### config.mk
export PLATFORM = sky130hd
export DESIGN_NAME = trig_acq_ctrl
export DESIGN_NICKNAME = d
export VERILOG_FILES = /design/src/rtl/tac_pkg.sv /design/src/rtl/tac_wr_seq.sv /design/src/rtl/tac_dly_cnt.sv /design/src/rtl/tac_rd_seq.sv /design/src/rtl/trig_acq_ctrl.sv
export SDC_FILE = /design/constraint.sdc
export NUM_CORES = 1
export LEC_CHECK = 0
export ABC_AREA = 1
export BUFFER_PORTS_ARGS = -buffer_cell sky130_fd_sc_hd__buf_2
export CAP_MARGIN = 20
export CORE_MARGIN = 4
export CORE_UTILIZATION = 40
export DETAILED_ROUTE_END_ITERATION = 10
export PLACE_DENSITY = 0.69
export SLEW_MARGIN = 20
export SYNTH_ARGS = -nofsm -noshare
export SYNTH_HDL_FRONTEND = slang
export SYNTH_SLANG_ARGS = --single-unit
### constraint.sdc
create_clock -name clk -period 2.1 [get_ports clk]
set_input_delay 0.42 -clock clk [delete_from_list [all_inputs] [get_ports clk]]
set_output_delay 0.42 -clock clk [all_outputs]
set_load 0.03 [all_outputs]
### src/rtl/tac_pkg.sv
package tac_pkg;
    typedef enum logic [1:0] {
        ST_WRITE = 2'd0,
        ST_DELAY = 2'd1,
        ST_CONV  = 2'd2,
        ST_GAP   = 2'd3
    } tac_state_e;
endpackage

### src/rtl/tac_wr_seq.sv
module tac_wr_seq #(
    parameter int ADDR_W = 6
) (
    input  logic              clk,
    input  logic              rst_n,
    input  logic              adv_i,
    input  logic [ADDR_W-1:0] last_i,
    output logic [ADDR_W-1:0] addr_o,
    output logic [ADDR_W-1:0] next_o
);
    // ring successor; an address beyond the last index also wraps
    assign next_o = (addr_o >= last_i) ? '0 : addr_o + 1'b1;

    always_ff @(posedge clk or negedge rst_n) begin
        if (!rst_n)     addr_o <= '0;
        else if (adv_i) addr_o <= next_o;
    end
endmodule

### src/rtl/tac_dly_cnt.sv
module tac_dly_cnt #(
    parameter int DLY_W = 8
) (
    input  logic             clk,
    input  logic             rst_n,
    input  logic             load_i,
    input  logic [DLY_W-1:0] val_i,
    input  logic             dec_i,
    output logic             zero_o
);
    logic [DLY_W-1:0] cnt_q;

    always_ff @(posedge clk or negedge rst_n) begin
        if (!rst_n)      cnt_q <= '0;
        else if (load_i) cnt_q <= val_i;
        else if (dec_i)  cnt_q <= cnt_q - 1'b1;
    end

    assign zero_o = (cnt_q == '0);
endmodule

### src/rtl/tac_rd_seq.sv
module tac_rd_seq #(
    parameter int ADDR_W = 6
) (
    input  logic              clk,
    input  logic              rst_n,
    input  logic              start_i,
    input  logic [ADDR_W-1:0] start_addr_i,
    input  logic [ADDR_W-1:0] last_i,
    input  logic              adv_i,
    output logic [ADDR_W-1:0] addr_o,
    output logic              final_o
);
    logic [ADDR_W-1:0] left_q;

    always_ff @(posedge clk or negedge rst_n) begin
        if (!rst_n) begin
            addr_o <= '0;
            left_q <= '0;
        end else if (start_i) begin
            addr_o <= start_addr_i;
            left_q <= last_i;
        end else if (adv_i) begin
            addr_o <= (addr_o >= last_i) ? '0 : addr_o + 1'b1;
            left_q <= left_q - 1'b1;
        end
    end

    assign final_o = (left_q == '0);
endmodule

### src/rtl/trig_acq_ctrl.sv
module trig_acq_ctrl
    import tac_pkg::*;
#(
    parameter int ADDR_W = 6,
    parameter int DLY_W  = 8,
    parameter int TS_W   = 16
) (
    input  logic              clk,
    input  logic              rst_n,
    input  logic              trig_i,
    input  logic [DLY_W-1:0]  dly_cfg_i,
    input  logic [ADDR_W-1:0] depth_cfg_i,
    output logic              wr_en_o,
    output logic [ADDR_W-1:0] wr_addr_o,
    output logic [ADDR_W-1:0] rd_addr_o,
    output logic              conv_req_o,
    input  logic              conv_done_i,
    output logic              busy_o,
    output logic [ADDR_W-1:0] stop_addr_o,
    output logic [TS_W-1:0]   stamp_o
);
    tac_state_e        state_q, state_d;
    logic [TS_W-1:0]   coarse_q;
    logic [ADDR_W-1:0] wr_next;
    logic              dly_load, dly_dec, dly_zero;
    logic              halt, rd_adv, rd_final;

    // state register
    always_ff @(posedge clk or negedge rst_n) begin
        if (!rst_n) state_q <= ST_WRITE;
        else        state_q <= state_d;
    end

    // next state and strobes
    always_comb begin
        state_d  = state_q;
        dly_load = 1'b0;
        dly_dec  = 1'b0;
        halt     = 1'b0;
        rd_adv   = 1'b0;
        unique case (state_q)
            ST_WRITE: if (trig_i) begin
                state_d  = ST_DELAY;
                dly_load = 1'b1;
            end
            ST_DELAY: if (dly_zero) begin
                state_d = ST_CONV;
                halt    = 1'b1;
            end else begin
                dly_dec = 1'b1;
            end
            ST_CONV: if (conv_done_i) begin
                if (rd_final) begin
                    state_d = ST_WRITE;
                end else begin
                    state_d = ST_GAP;
                    rd_adv  = 1'b1;
                end
            end
            ST_GAP: state_d = ST_CONV;
        endcase
    end

    // outputs
    always_comb begin
        wr_en_o    = (state_q == ST_WRITE) || (state_q == ST_DELAY);
        busy_o     = (state_q != ST_WRITE);
        conv_req_o = (state_q == ST_CONV);
    end

    // coarse time base
    always_ff @(posedge clk or negedge rst_n) begin
        if (!rst_n) coarse_q <= '0;
        else        coarse_q <= coarse_q + 1'b1;
    end

    // stop capture
    always_ff @(posedge clk or negedge rst_n) begin
        if (!rst_n) begin
            stop_addr_o <= '0;
            stamp_o     <= '0;
        end else if (halt) begin
            stop_addr_o <= wr_next;
            stamp_o     <= coarse_q;
        end
    end

    tac_wr_seq #(.ADDR_W(ADDR_W)) u_wr (
        .clk    (clk),
        .rst_n  (rst_n),
        .adv_i  (wr_en_o),
        .last_i (depth_cfg_i),
        .addr_o (wr_addr_o),
        .next_o (wr_next)
    );

    tac_dly_cnt #(.DLY_W(DLY_W)) u_dly (
        .clk    (clk),
        .rst_n  (rst_n),
        .load_i (dly_load),
        .val_i  (dly_cfg_i),
        .dec_i  (dly_dec),
        .zero_o (dly_zero)
    );

    tac_rd_seq #(.ADDR_W(ADDR_W)) u_rd (
        .clk          (clk),
        .rst_n        (rst_n),
        .start_i      (halt),
        .start_addr_i (wr_next),
        .last_i       (depth_cfg_i),
        .adv_i        (rd_adv),
        .addr_o       (rd_addr_o),
        .final_o      (rd_final)
    );
endmodule

======== Word-level counts from Yosys, hierarchy flattened ========
Cells that the tools add are included.
storage, ports and cells
  input bits .............................. 18
  output and inout bits ................... 37
  flip-flop bits (word level) ............. 66
  word-level logic and storage cells ...... 51
cells by class
  order comparisons ....................... 2
  $add $sub $neg .......................... 5
  equality and inequality tests ........... 6
  reduce and logical (&&, ||, !) cells .... 8
  muxes and demuxes ....................... 22
operators by type and width
  cell                                                                 number
  6-bit two-way mux                                                    6
  16-bit by 1-bit adder with 16-bit output (second input constant)     1
  8-bit two-way mux                                                    2
  6-bit by 1-bit adder with 6-bit output (second input constant)       2
  6-bit greater-or-equal comparator                                    2
  1-bit two-way mux                                                    9
  8-bit zero test                                                      1
  2-bit two-way mux                                                    4
  2-bit case mux with 4 select lines                                   1
  8-bit by 1-bit subtractor with 8-bit output (second input constant)  1
  6-bit zero test                                                      1
  2-bit nonzero test                                                   3
  6-bit by 1-bit subtractor with 6-bit output (second input constant)  1
  2-bit == test (second input constant)                                2
  2-bit != test (second input constant)                                2
  3-bit AND reduction                                                  1
  2-bit by 1-bit == test with 1-bit output (second input constant)     1
  2-bit zero test                                                      1
  2-bit by 1-bit != test with 1-bit output (second input constant)     1
  1-bit logical OR                                                     1

======== Depth between registers and ports, before layout ========
  depth in word-level cells ............... 6
  mapped depth ............................ 11
  gate-level depth less buffers ........... 11

======== Modules after synthesis ========
Synthesis repeated with hierarchy kept, for this count alone.
unflattened totals
  cells, all modules ...................... 461
  area, all modules ....................... 3739.8 µm²
by module, submodules not included
  module         cells an instance  area an instance (µm²)  sequential area each (µm²)  times used
  trig_acq_ctrl  196                1781.7                  1001.0                      1
  tac_rd_seq     112                880.8                   300.3                       1
  tac_dly_cnt    73                 540.5                   200.2                       1
  tac_wr_seq     80                 536.8                   150.1                       1

======== Worst setup path after synthesis ========
OpenSTA, ideal clock, no wires.
  path kind ............................... reg-to-reg
  start point ............................. reg u_wr.addr_o[0]
  end point ............................... reg u_rd.addr_o[5]
  library setup time ...................... 0.069 ns
  data required time ...................... 2.031 ns
  slack ................................... 0.409 ns
  cell stages (with the launch flop) ...... 12
  arrival time ............................ 1.623 ns
  clock period less this slack ............ 1.691 ns
  path buffers ............................ 0
  cell sequence ........................... dfrtp_1 inv_1 ha_1 inv_1 nand2_1 nand2_1 nand2_1 nand2_1 nand2_1 nor2_1 nand2_1 nand3_1
on the way
  longest elaborated chain between the ends .. 3
  elaborated cells between the ends (all ways) .. 4
  classes of those cells .................. 1 x add/sub; 1 x order compare; 2 x mux
ends and longest elaborated chain
  element                                                                                      line              source
  start, declared                                                                              tac_wr_seq.sv:8   output logic [ADDR_W-1:0] addr_o,
  start signal, assigned                                                                       tac_wr_seq.sv:16  else if (adv_i) addr_o <= next_o;
  6-bit by 1-bit adder with 6-bit output or 6-bit greater-or-equal comparator (tied branches)  tac_wr_seq.sv:12  assign next_o = (addr_o >= last_i) ? '0 : addr_o + 1'b1;
  6-bit two-way mux *                                                                          tac_wr_seq.sv:12
  6-bit two-way mux *                                                                          tac_rd_seq.sv:19  end else if (start_i) begin
  end signal, assigned                                                                         tac_rd_seq.sv:20  addr_o <= start_addr_i;
  end signal, assigned                                                                         tac_rd_seq.sv:23  addr_o <= (addr_o >= last_i) ? '0 : addr_o + 1'b1;
  end, declared                                                                                tac_rd_seq.sv:10  output logic [ADDR_W-1:0] addr_o,
Mark *: on every way between the ends. The rest lies on a longest branch, timed or not.
A chain may end at the register's enable or synchronous reset.

======== Worst setup path after layout ========
  start point ............................. reg state_q[1]
  end point ............................... out conv_req_o
on the way
  longest elaborated chain between the ends .. 1
ends and longest elaborated chain
  element                 line                 source
  start, declared         trig_acq_ctrl.sv:22  tac_state_e state_q, state_d;
  start signal, assigned  trig_acq_ctrl.sv:31  else state_q <= state_d;
  2-bit == test           trig_acq_ctrl.sv:68  conv_req_o = (state_q == ST_CONV);
  end, declared           trig_acq_ctrl.sv:16  output logic conv_req_o,
No other way between the ends.

==> results.md <==
* Worst ir drop on vdd at 0.4791 mV
* Average wire per standard cell at 12.97 um
* Overflow left after global routing at 0
* Final critical-path required period at 1884 ps
* Clock tree from TritonCTS: yes
* Met3 Usage GRT at 0.04398
* Clock Skew at 11.79 ps
* R2R Path End: u_rd.addr_o[4]
* Dpl hpwl at 5986 um
* Number of warnings printed during yosys synthesis at 0
* Mux cell area share after synthesis at 0
* Via count at 3007
* Most instantiated library cell after synthesis: nand2_1
* Final hold violation count at 0
* Drt pass-1 iters at 4
* Sequential element share of the synthesized area at 0.4579
* Vias in the first global route at 2862
* Number of maximum-capacitance violations at 0
* Cells along the critical path: clkinvlp_4, nor2_4, buf_2
* Combinational power share at 0.432
* Ratio of total power to cell area at 1308 nW/um^2
* Setup repair after global routing missed its margin: false
* Power Total at 5545 uW
* Yosys top cell area share at 0.4579
* Library cell used as clock root buffer: clkbuf_8
* Global-route wire length before repair at 13300 um
* Total Nets Final at between 500 and 600
* Final-layout fill cell count at 873
* GRT Max-Usage Layer: met2
* Number of port buffers at 54
* Full die area at 10600 um^2
* Switching power at 2446 uW
* Final instance area at 4240 um^2
* Library cell with the largest summed area after synthesis: dfrtp_1
* Layout Cells excl Fill at 618
* Complex-gate fraction of the synthesized area at 0.06313
* Global-route met2 utilization at 0.2580
* Total negative slack at 0 ps
* Initial core utilization at 0.4116
* Post-CTS Hold Buffers at 0
* Outcome: finished clean
* Post-route antenna net violation count at 0
* Clock Power Share at 0.218
* Mapped Cells at roughly 440
* Switching share of power at 0.4411
* Worst setup path class: flip-flop to primary output
* H-tree depth at 3
* Number of buffers inserted during clock tree synthesis at 9
* Count of clock tree sinks at 66
* Most frequent cells after synthesis: nand2_1, dfrtp_1, inv_1
* Maximum clock rate at between 0.5 and 0.6 GHz
* Peak per-stage delay on the critical path at a little over 500 ps
* Depth of the most critical reg-to-reg path at 9
* Number of buffers and inverters on the critical path at 2
* Synth-to-layout area growth at 17.55%
* Slack of the worst reg-to-reg path at between 200 and 300 ps
* Worst hold path class: primary input to asynchronous set/reset pin
* Fraction of final layout cells with drive strength greater than 1 at 0.2039
* Slowest library cell on the worst path: dfrtp_1
* Clock slew at reported path FFs at roughly 70 ps
* Total wirelength of the detailed-routed design at 8018 um
* Global placement routability congestion at 1.011
* Dominant combinational cell family by area after synthesis: simple AND/OR/NAND/NOR gates
* Final worst path period share at 0.8974
* Required time at the worst-slack endpoint at 1680 ps
* Cell count after placement at 600
* Simple logic cell fraction of the synthesized area at 0.2817
* Antenna violations before repair at 0
* Global-route usage over all layers at 0.1616
* Core ar. at between 8000 and 9000 um^2
* Number of setup violations in the final report at 0
* Clock network latency to the later pin of the worst-skew pair at between 300 and 400 ps
* Count of state elements after synthesis at 66
* Async set-reset flop share out of synthesis at 1.000
* Most common flop cell mapped by yosys: dfrtp_1
* Number of DRC markers after the initial detailed-route iteration at 128
* Average size of a mapped cell at 8.180 um^2
* Syn nets at 477
* Sequential share of power at 0.349
* N_diodes at 0
* I/O Pins at 55
* Synthesized cell area at ~3600 um^2
* Cell-internal power at 3099 uW
* Number of distinct standard cells referenced by the synthesized netlist at 30
* Via count normalized by instance count at between 4 and 5
* Number of rows created at floorplan at 34
* Maximum buffer depth of the clock tree at 2
* Largest fanout on the critical path at 6
* Origin of the critical flop-to-flop path: u_dly.cnt_q[0]
* Category of the worst setup path launch point: flip-flop
* Kind of end point of the critical path: primary output
* Share of the synthesized netlist area taken by xor and xnor gates at 0.05099
* Gate family responsible for the most delay along the worst path: flip-flops
* Area of placed instances at 3996 um^2
* Number of flops mapped to enable cells by yosys at 0
* Max-slew violation total from the final report at 0
* Adder-cell share of the synthesized area at 0.06243
* Pin count of the biggest net entering global routing at 67
* Data arrival time at the worst-slack endpoint at approximately 1500 ps
* Die Span Y at 103.0 um
* Die span in x at 103.0 um
* Worst slew margin relative to its limit at 0.7525
* Fraction of met1 tracks used by global routing at 0.2083
* P_leak at 0.002315 uW
* Count of unresolved DRC violations after routing at 0
* Ranking of synthesized cells by area: dfrtp_1, nand2_1, ha_1
* Slew at the pin with the worst max-slew slack at roughly 370 ps
==> through the flow <==
stage                     hold WS, ps  worst slack (ps)  utilization
after global placement          453.9             298.9       0.4560
after global routing            105.4             52.07       0.4839
after CTS                       94.91             156.4       0.4817
after floorplan                 124.4             408.8            -
after detailed placement        457.0             226.4       0.4560
final                           69.75             215.6       0.4839
==> cell families after synthesis <==
| family | count (synthesis) |
|---|---|
| fa+ha+maj | 18 |
| flops | 66 |
| simple gates | 227 |
| compound gates | 37 |
| xor+xnor | 21 |
| buf+inv | 72 |
==> per-layer routing <==
layer	wire (um)	vias up	share of wire
li1	-	1516	-
met2	3665	74	0.46
met5	0	-	0
met4	210	0	0.026
met1	3648	1399	0.45
met3	493	18	0.061
==> layout by cell type, fill, tap and decap left out, types with 6 or more instances in the layout <==
cell and n:
nand2_1 134, dfrtp_1 66, inv_1 58, buf_2 54, nor2_1 35, nand3_1 31
o21ai_0 19, ha_1 18, xor2_1 16, clkbuf_8 10, nand4_1 9, inv_2 6
==> worst max-delay path by stage <==
stage                   start              to  depth (start not counted)
6_report           state_q[1]      conv_req_o                          3
3_3_place_gp   u_dly.cnt_q[0]  u_rd.addr_o[4]                          9
2_1_floorplan  u_wr.addr_o[0]  u_rd.addr_o[5]                         11
5_1_grt        u_dly.cnt_q[1]  u_rd.addr_o[0]                          9
4_1_cts            state_q[1]      conv_req_o                          3
3_5_place_dp   u_dly.cnt_q[0]  u_rd.addr_o[4]                          9
==> cell type report <==
type / instances / area (um^2) / area share
inverters: 65 / 247.7 / 0.05842
flip-flops and latches: 66 / 1652 / 0.3895
clock buffers: 10 / 137.6 / 0.03246
repair buffers: 60 / 327.8 / 0.07731
clock inverters: 6 / 87.58 / 0.02066
well taps: 108 / 135.1 / 0.03187
multi-input cells: 303 / 1653 / 0.3898
==> power by group through the flow <==
stage	combinational, uW	clock (uW)	sequential (uW)
after floorplan	1430	0	2240
after global placement	2330	0	1940
after detailed placement	2390	0	1950
after CTS	2410	1240	1930
after global routing	2720	1300	1990
final	2400	1210	1940
==> sequential cells by signal, indices dropped and copies added, names as in the netlist <==
signal       cells
stop_addr_o      6
u_rd.addr_o      6
u_rd.left_q      6
state_q          2
u_dly.cnt_q      8
u_wr.addr_o      6
stamp_o         16
coarse_q        16
==> timing repair <==
| item | CTS | global route |
|---|---|---|
| gates resized for setup | 0 | 1 |
| hold endpoints to repair | 0 | 0 |
| setup endpoints to repair | 0 | 1 |
| buffers inserted | 0 | 2 |
(Power assumes the default switching activity.)
